===== src/rtl/nand_strobe_ctl.sv =====
module nand_strobe_ctl #(
  parameter int NCHIP = 4,
  parameter int AW    = 17,
  parameter int LW    = 4
) (
  input  logic                 clk,
  input  logic                 rst_n,
  input  logic                 bank_wr,
  input  logic [AW-1:0]        bank_addr,
  input  logic [7:0]           bank_wdata,
  output logic [7:0]           bank_rdata,
  input  logic [LW-1:0]        strobe_len,
  input  logic                 ctl_wr,
  input  logic [2*NCHIP-1:0]   ctl_wdata,
  output logic [2*NCHIP-1:0]   ctl_q,
  output logic                 host_busy,
  output logic                 host_ready,
  input  logic [7:0]           nand_din,
  output logic [7:0]           nand_dout,
  output logic                 nand_dq_oe,
  output logic                 nand_cle,
  output logic                 nand_ale,
  output logic                 nand_we_n,
  output logic [NCHIP-1:0]     nand_ce_n,
  input  logic                 nand_rb
);
  localparam int CW = 2 * NCHIP;

  typedef enum logic [1:0] {S_IDLE, S_SETUP, S_STRB, S_HOLD} st_t;

  st_t           st;
  logic [LW-1:0] cnt;
  logic [CW-1:0] ctl;
  logic [1:0]    rb_q;
  logic          cle_q, ale_q;
  logic [7:0]    dq_q;

  wire           hit_ale = bank_addr[AW-1];
  wire           hit_cle = bank_addr[AW-2] & ~bank_addr[AW-1];
  wire [LW-1:0]  len_eff = (strobe_len == '0) ? LW'(1) : strobe_len;

  always_ff @(posedge clk or negedge rst_n) begin
    if (!rst_n) begin
      st    <= S_IDLE;
      cnt   <= '0;
      cle_q <= 1'b0;
      ale_q <= 1'b0;
      dq_q  <= '0;
    end else begin
      case (st)
        S_IDLE: if (bank_wr) begin
          st    <= S_SETUP;
          ale_q <= hit_ale;
          cle_q <= hit_cle;
          dq_q  <= bank_wdata;
          cnt   <= len_eff - LW'(1);
        end
        S_SETUP: st <= S_STRB;
        S_STRB: begin
          if (cnt == '0) st <= S_HOLD;
          else           cnt <= cnt - LW'(1);
        end
        default: begin
          st    <= S_IDLE;
          cle_q <= 1'b0;
          ale_q <= 1'b0;
        end
      endcase
    end
  end

  always_ff @(posedge clk or negedge rst_n) begin
    if (!rst_n) begin
      ctl  <= '0;
      rb_q <= '0;
    end else begin
      if (ctl_wr) ctl <= ctl_wdata;
      rb_q <= {rb_q[0], nand_rb};
    end
  end

  assign nand_cle   = cle_q;
  assign nand_ale   = ale_q;
  assign nand_dout  = dq_q;
  assign nand_dq_oe = (st != S_IDLE);
  assign nand_we_n  = (st != S_STRB);
  assign host_busy  = (st != S_IDLE);
  assign host_ready = rb_q[1];
  assign bank_rdata = nand_din;
  assign ctl_q      = ctl;

  for (genvar n = 0; n < NCHIP; n++) begin : g_ce
    assign nand_ce_n[n] = ~(ctl[2*n] & ctl[2*n+1]);
  end
endmodule


===== config.mk =====
export PLATFORM = sky130hd
export DESIGN_NAME = nand_strobe_ctl
export DESIGN_NICKNAME = d
export VERILOG_FILES = /design/src/rtl/nand_strobe_ctl.sv
export SDC_FILE = /design/constraint.sdc
export NUM_CORES = 1
export LEC_CHECK = 0
export BUFFER_PORTS_ARGS = -buffer_cell sky130_fd_sc_hd__buf_4
export CAP_MARGIN = 25
export CORE_MARGIN = 10
export CORE_UTILIZATION = 45
export DETAILED_ROUTE_END_ITERATION = 7
export PLACE_DENSITY = 0.85
export SETUP_SLACK_MARGIN = 0.1
export SYNTH_ARGS = -nofsm -noshare
export SYNTH_HDL_FRONTEND = slang
export SYNTH_SLANG_ARGS = --single-unit

===== constraint.sdc =====
create_clock -name clk -period 3.8 [get_ports clk]
set_clock_uncertainty 0.15 [all_clocks]
set_input_delay 0.19 -clock clk [delete_from_list [all_inputs] [get_ports clk]]
set_output_delay 0.19 -clock clk [all_outputs]
set_load 0.02 [all_outputs]

==> results of run 1 <==
[registers in the layout (all words and copies together), names as in the netlist]
signal	count
nand_ale	1
rb_q	2
st	2
nand_dout	8
cnt	4
ctl_q	8
nand_cle	1
[how the worst min path moves through the flow]
| stage | slack [ps] | start | to | cells past startpoint |
|---|---|---|---|---|
| 5_1_grt | 50 | ctl_wr | ctl_q[2]$_DFFE_PN0P_ | 2 |
| 4_1_cts | 30 | bank_addr[16] | nand_ale$_DFFE_PN0P_ | 3 |
| 3_3_place_gp | -40 | rst_n | nand_dout[3]$_DFFE_PN0P_ | 1 |
| 3_5_place_dp | -40 | rst_n | nand_dout[3]$_DFFE_PN0P_ | 1 |
| 2_1_floorplan | -260 | rst_n | cnt[0]$_DFFE_PN0P_ | 0 |
| 6_report | 30 | bank_addr[16] | nand_ale$_DFFE_PN0P_ | 3 |
[placed cells by master, fill, tap and decap left out, drive strengths merged, types with 4 or more instances in the layout]
cell and count:
buf 52, dfrtp 26, dlygate4sd3 19, mux2 17
nand2 8, inv 6, a21oi 5, nand2b 4
clkbuf 4
[cell usage after synthesis, types with 2 or more instances]
master | number | area share
dfrtp_1 | 26 | 0.50
mux2_2 | 17 | 0.15
buf_4 | 9 | 0.052
nand2_1 | 8 | 0.023
inv_1 | 6 | 0.017
a21oi_1 | 5 | 0.019
nand2b_1 | 4 | 0.019
ha_1 | 3 | 0.029
nor3_1 | 3 | 0.012
o21ai_0 | 3 | 0.012
buf_2 | 2 | 0.0078
mux2i_1 | 2 | 0.016
nand4b_1 | 2 | 0.014
[layer usage]
metal	track usage	wire length (um)	part of all wire	vias to the layer above
met1	0.1296	1255	0.39	492
li1	-	-	-	495
met5	0	0	0	-
met3	0.08479	491	0.15	6
met4	0.04555	43	0.013	0
met2	0.1932	1458	0.45	53
[cell families (layout without fill, tap and decap cells)]
group           count (synthesis)  in the layout  share of synthesized area
mux                            19             19                     0.1641
simple gates                   25             25                     0.1282
fa+ha+maj                       3              3                    0.02913
compound gates                 16             16                    0.08447
buf+inv                        19             81                    0.08931
flops                          26             26                     0.5049
[final cells by class]
type                       count  area [um^2]  share of cell area
clock buffer                   4        36.28             0.01959
inverter                       6        22.52             0.01216
multi-input combinational     63        523.0              0.2824
sequential                    26        650.6              0.3514
tap                           31        38.79             0.02095
timing repair buffer          71        580.6              0.3135
[where the power goes]
group          switching, mW  internal [mW]  leakage, nW  total (mW)
registers             0.0635          0.368        0.311       0.431
logic                  0.330          0.311        0.557       0.641
clock network         0.0791         0.0586       0.0210       0.138
total                  0.472          0.737        0.889        1.21
[critical path: stages, from the launching register on]
cell and delay, ps:
dfrtp_1 410, inv_1 80, ha_1 350, inv_1 210, o22ai_1 260, ha_1 230
a21oi_1 60, a2111o_1 380
[metrics by stage]
step / total power, mW / utilization / hold slack [ps] / cell area (um^2)
after floorplan: 0.8671 / - / -255.6 / 1289
after global placement: 1.040 / 0.5894 / -43.63 / 1625
after detailed placement: 1.068 / 0.5894 / -36.70 / 1625
after CTS: 1.222 / 0.6715 / 34.69 / 1852
after global routing: 1.297 / 0.6715 / 49.31 / 1852
final: 1.210 / 0.6715 / 28.22 / 1852
==> impl_metrics.csv, run 1 <==
group,metric,value,unit
drt,via_count,1046,
yosys,ys_warn_count,0,
setup_path,r2r-end,"cnt[2]$_DFFE_PN0P_",
drt,via_per_inst,5.204,
clock_tree,postCtsSetupBuffers,0,
yosys,ys_async_sr_fraction,1.000,
clock_tree,cts-hold-fix-buffers,19,
clock_tree,clock-sinks,26,
flow_run,drv_cap,0,
clock_tree,path_clk_slew,140,ps
global_route,track_usage,0.1242,
die,rows,19,
sta,worst_pin_slew,408.5,ps
final_layout,drive_above_1_share,0.4588,
yosys,yosys.cell_types.count,31,
setup_path,cp.required,3870,ps
setup_path,reg2reg_slack,1570,ps
clock_tree,ctsResizeCount,0,
sta,worst_slack,1575,ps
sta,fin_crit_sh,0.5856,
setup_path,r2r_cells,7,
placement,place_ws,1560,ps
global_route,grt_pass1_wl,5437,um
die,design.core.area,2758,um^2
yosys,synth_fp_nets,161,
yosys,ys.flop_type,"dfrtp_1",
drt,drt_iter0_markers,82,
global_route,grt_pass1_vias,1165,
die,dieArea,5404,um^2
yosys,synth.avg_cell_area,11.93,um^2
setup_path,critical_path_class,"reg2reg",
yosys,ys_seq_area_frac,0.5049,
drt,ant_nets,0,
clock_tree,worstSkewPairLatency,320,ps
power,p_leak,0.8887,nW
sta,maxSlewHeadroom,0.7270,
sta,rsz0062_at_grt,"no",
placement,numPortBuffers,52,
global_route,overflow,0,
drt,wl_per_cell,16.16,um
sta,period_needed,2225,ps
sta,setup_viol,0,
setup_path,crit_arrival,2290,ps
clock_tree,cts_made_buffers,3,
sta,fmax,0.4494,GHz
final_layout,nFillCells,202,
clock_tree,cts-root-buf,"clkbuf_4",
setup_path,endpoint,"cnt[2]$_DFFE_PN0P_",
placement,dpl.hpwl,2438,um
clock_tree,cts_max_path_buffers,2,
status,outcome,"complete, no violations",
setup_path,startpoint_type,"flop",
setup_path,critPathMaxFanout,10,
power,power_density,653.2,nW/um^2
drt,first_pass_iters,4,
final_layout,n_antenna_cell,0,
yosys,ys_ff_latch,26,
setup_path,worstSetupStartpoint,"st[0]$_DFFE_PN0P_",
die,start_util,0.4673,
global_route,antenna_found_initial,0,
setup_path,cp-end-kind,"flop",
setup_path,r2r_start,"st[0]$_DFFE_PN0P_",
clock_tree,htreeDepth,1,
die,io_pins,84,
drt,wirelength,3249,um
sta,fin_setup_tns,0,ps
global_route,grt_max_degree,27,
sta,hold_violations,0,
yosys,synthCells,108,
final_layout,area_delta_synth_final,43.69,%
final_layout,nNetsFinal,224,
placement,gp_congestion,0.7709,
placement,place_inst,178,
power,max-vdd-ir-drop,0.0005718,V
yosys,synthesis.area,1289,um^2
final_layout,fin_cells,201,
sta,final-max-slew-violation-count,0,
die,chipWidth,73.52,um
die,fp.dieH,73.52,um
yosys,synth_edf_count,0,
min_path,min_path_type,"in2reg",
drt,drc,0,
clock_tree,cts_tree,"done",
Note: power is estimated with default switching activity, not from simulation.
==> run 2: changes to the inputs <==
Settings changed: ABC_AREA from default to 1, CORE_UTILIZATION 45 to 41, PLACE_DENSITY 0.85 to 0.79.
Clock period 3.8 ns to 2.06 ns, I/O delays scaled along.
==> run 2 against run 1 <==
  * Sequential power grew 86%
  * Maximum frequency grew 22%
  * Routed wire length grew 8.6%
  * Sequential cell count is the same
==> impl_metrics.csv, run 2 <==
group,metric,value,unit
final_layout,final_common_cell,"buf_4",
setup_path,r2r_start,"st[0]$_DFFE_PN0P_",
clock_tree,cts_made_buffers,3,
placement,gp_congestion,0.7766,
final_layout,nFillCells,206,
sta,fmax,0.5481,GHz
yosys,synth_top_area_share,0.5205,
clock_tree,path_clk_slew,140,ps
sta,fin_crit_sh,0.8857,
drt,via_per_inst,4.932,
yosys,synthCells,119,
min_path,min_to,"cnt[3]$_DFFE_PN0P_",
drt,wirelength,3530,um
yosys,ys_ff_latch,26,
setup_path,cp.required,2160,ps
drt,wl_per_cell,15.97,um
setup_path,r2r-end,"nand_cle$_DFFE_PN0P_",
setup_path,cp-end-kind,"flop",
clock_tree,cts-root-buf,"clkbuf_4",
yosys,synthesis.area,1250,um^2
yosys,synth_fp_nets,172,
min_path,hold_depth,5,
global_route,grt_pass1_vias,1206,
die,io_pins,84,
yosys,ys_warn_count,0,
yosys,synth_edf_count,0,
setup_path,critical_path_class,"reg2reg",
sta,setup_viol,0,
die,chipWidth,75.22,um
min_path,min_path_type,"in2reg",
clock_tree,htreeDepth,1,
setup_path,r2r_cells,5,
drt,first_pass_iters,4,
power,max-vdd-ir-drop,0.0008215,V
drt,drt_iter0_markers,58,
power,p_leak,0.9454,nW
sta,period_needed,1825,ps
setup_path,cp_cell_sequence,"inv_1 -> ha_2 -> nand3_1 -> dlygate4sd3_1 -> a21oi_1",
global_route,antenna_found_initial,0,
final_layout,nNetsFinal,245,
global_route,grt_pass1_wl,5471,um
yosys,yosys.cell_types.count,23,
yosys,synthTopCellsByCount,"dfrtp_1 (26), nand2_1 (24), mux2_2 (16), buf_4 (10), inv_1 (10)",
clock_tree,cts_tree,"done",
clock_tree,worstSkewPairLatency,320,ps
yosys,synth_largest_area_cell,"dfrtp_1",
setup_path,startpoint_type,"flop",
global_route,overflow,0,
power,power_density,1208,nW/um^2
final_layout,n_antenna_cell,0,
drt,via_count,1090,
sta,maxSlewHeadroom,0.7836,
setup_path,path_buf_inv,2,
sta,hold-worst-slack,9.748,ps
yosys,yosysMostFrequentCell,"dfrtp_1",
yosys,ys_async_sr_fraction,1.000,
placement,place_inst,190,
placement,dpl.hpwl,2360,um
final_layout,area_delta_synth_final,51.65,%
yosys,ys.flop_type,"dfrtp_1",
min_path,min_from,"strobe_len[3]",
sta,final-max-slew-violation-count,0,
setup_path,crit_family,"buffers and inverters",
setup_path,reg2reg_slack,240,ps
setup_path,crit_arrival,1930,ps
final_layout,layout_common_cells,"buf_4 (52), dlygate4sd3_1 (28), dfrtp_1 (26)",
placement,numPortBuffers,52,
die,dieArea,5657,um^2
yosys,synth.avg_cell_area,10.50,um^2
final_layout,fin_cells,221,
die,start_util,0.4418,
sta,hold_violations,0,
flow_run,drv_cap,0,
setup_path,critical-path-max-stage-delay,570,ps
drt,drc,0,
sta,rsz0062_at_grt,"no",
drt,ant_nets,0,
setup_path,critPathMaxFanout,7,
yosys,yosys-top-cells-area,"dfrtp_1 (52%), mux2_2 (14%), nand2_1 (7.2%)",
die,rows,19,
sta,worst_pin_slew,324.6,ps
clock_tree,postCtsSetupBuffers,0,
yosys,ys_seq_area_frac,0.5205,
global_route,grt_max_degree,27,
clock_tree,clock-sinks,26,
die,design.core.area,2829,um^2
setup_path,worstSetupStartpoint,"st[0]$_DFFE_PN0P_",
sta,fin_setup_tns,0,ps
global_route,track_usage,0.1251,
setup_path,cpMaxStageDelayCell,"dlygate4sd3_1",
die,fp.dieH,75.22,um
final_layout,drive_above_1_share,0.4316,
clock_tree,cts_max_path_buffers,2,
status,outcome,"complete, no violations",
==> run 2: changes by cell type in the layout (fill, tap and decap cells not counted), sizes merged, moves of 2 or more <==
| cell | change |
|---|---|
| nand2b | -4 |
| nor3 | -3 |
| a21oi | -2 |
| nand3 | +4 |
| nand4b | -2 |
| dlygate4sd3 | +9 |
| nor4b | -2 |
| inv | +6 |
| mux2i | -2 |
| nand2 | +21 |
| a21o | -2 |
| nor2 | +5 |
==> run 2: worst register-to-register path: cells and delay by family, from the launching register on <==
family	cells	cell delay, ps
adders and majority gates	1	290
DFF	1	390
AOI/OAI and AO/OA	1	180
and+or+nand+nor	1	90
buffers and inverters	2	670
==> run 2: layout make-up <==
cell class	instances	area [um^2]	share of cell area
multi-input combinational	69	465.4	0.2455
inverter	12	47.55	0.02508
sequential	26	650.6	0.3432
clock buffer	3	22.52	0.01188
timing repair buffer	80	670.6	0.3538
tap	31	38.79	0.02046
==> run 2: cells by family after synthesis <==
kind of cell / Yosys count / share of synthesized area
xor+xnor: 1 / 0.007008
flops: 26 / 0.5205
mux: 16 / 0.1441
fa+ha+maj: 3 / 0.03003
compound gates: 8 / 0.03803
simple gates: 41 / 0.1492
buf+inv: 24 / 0.1111
==> run 2: timing repair <==
action,CTS,global route
hold buffers,28,0
setup endpoints to repair,0,3
hold endpoints to repair,45,0
gates resized for setup,0,2
==> run 2: metal layers <==
layer / GRT usage / share of wire
met1: 0.1303 / 0.38
met2: 0.2067 / 0.49
met3: 0.05782 / 0.10
met4: 0.06804 / 0.026
met5: 0 / 0
==> run 2: worst max path at each step <==
stage                           end  slack [ps]  depth (start not counted)
2_1_floorplan    cnt[2]$_DFFE_PN0P_         380                          9
3_3_place_gp     cnt[2]$_DFFE_PN0P_         270                          9
3_5_place_dp     cnt[2]$_DFFE_PN0P_         180                          9
4_1_cts          cnt[2]$_DFFE_PN0P_         160                          9
5_1_grt          cnt[2]$_DFFE_PN0P_         100                          9
6_report       nand_cle$_DFFE_PN0P_         240                          5
==> run 2: through the flow <==
stage               worst slack (ps)  power (mW)  cell area (um^2)  utilization
global route                   101.9       2.455              1896       0.6701
finish                         235.5       2.291              1896       0.6701
detailed placement             182.4       2.007              1588       0.5613
floorplan                      383.4       1.622              1250            -
global placement               271.0       1.945              1588       0.5613
CTS                            157.1       2.267              1891       0.6683
==> run 2: report_power, final <==
| group | switching [mW] | total (mW) | leakage (nW) | internal (mW) |
|---|---|---|---|---|
| clock network | 0.147 | 0.216 | 0.0138 | 0.0687 |
| registers | 0.113 | 0.802 | 0.311 | 0.690 |
| logic | 0.707 | 1.27 | 0.621 | 0.566 |
| total | 0.966 | 2.29 | 0.945 | 1.32 |
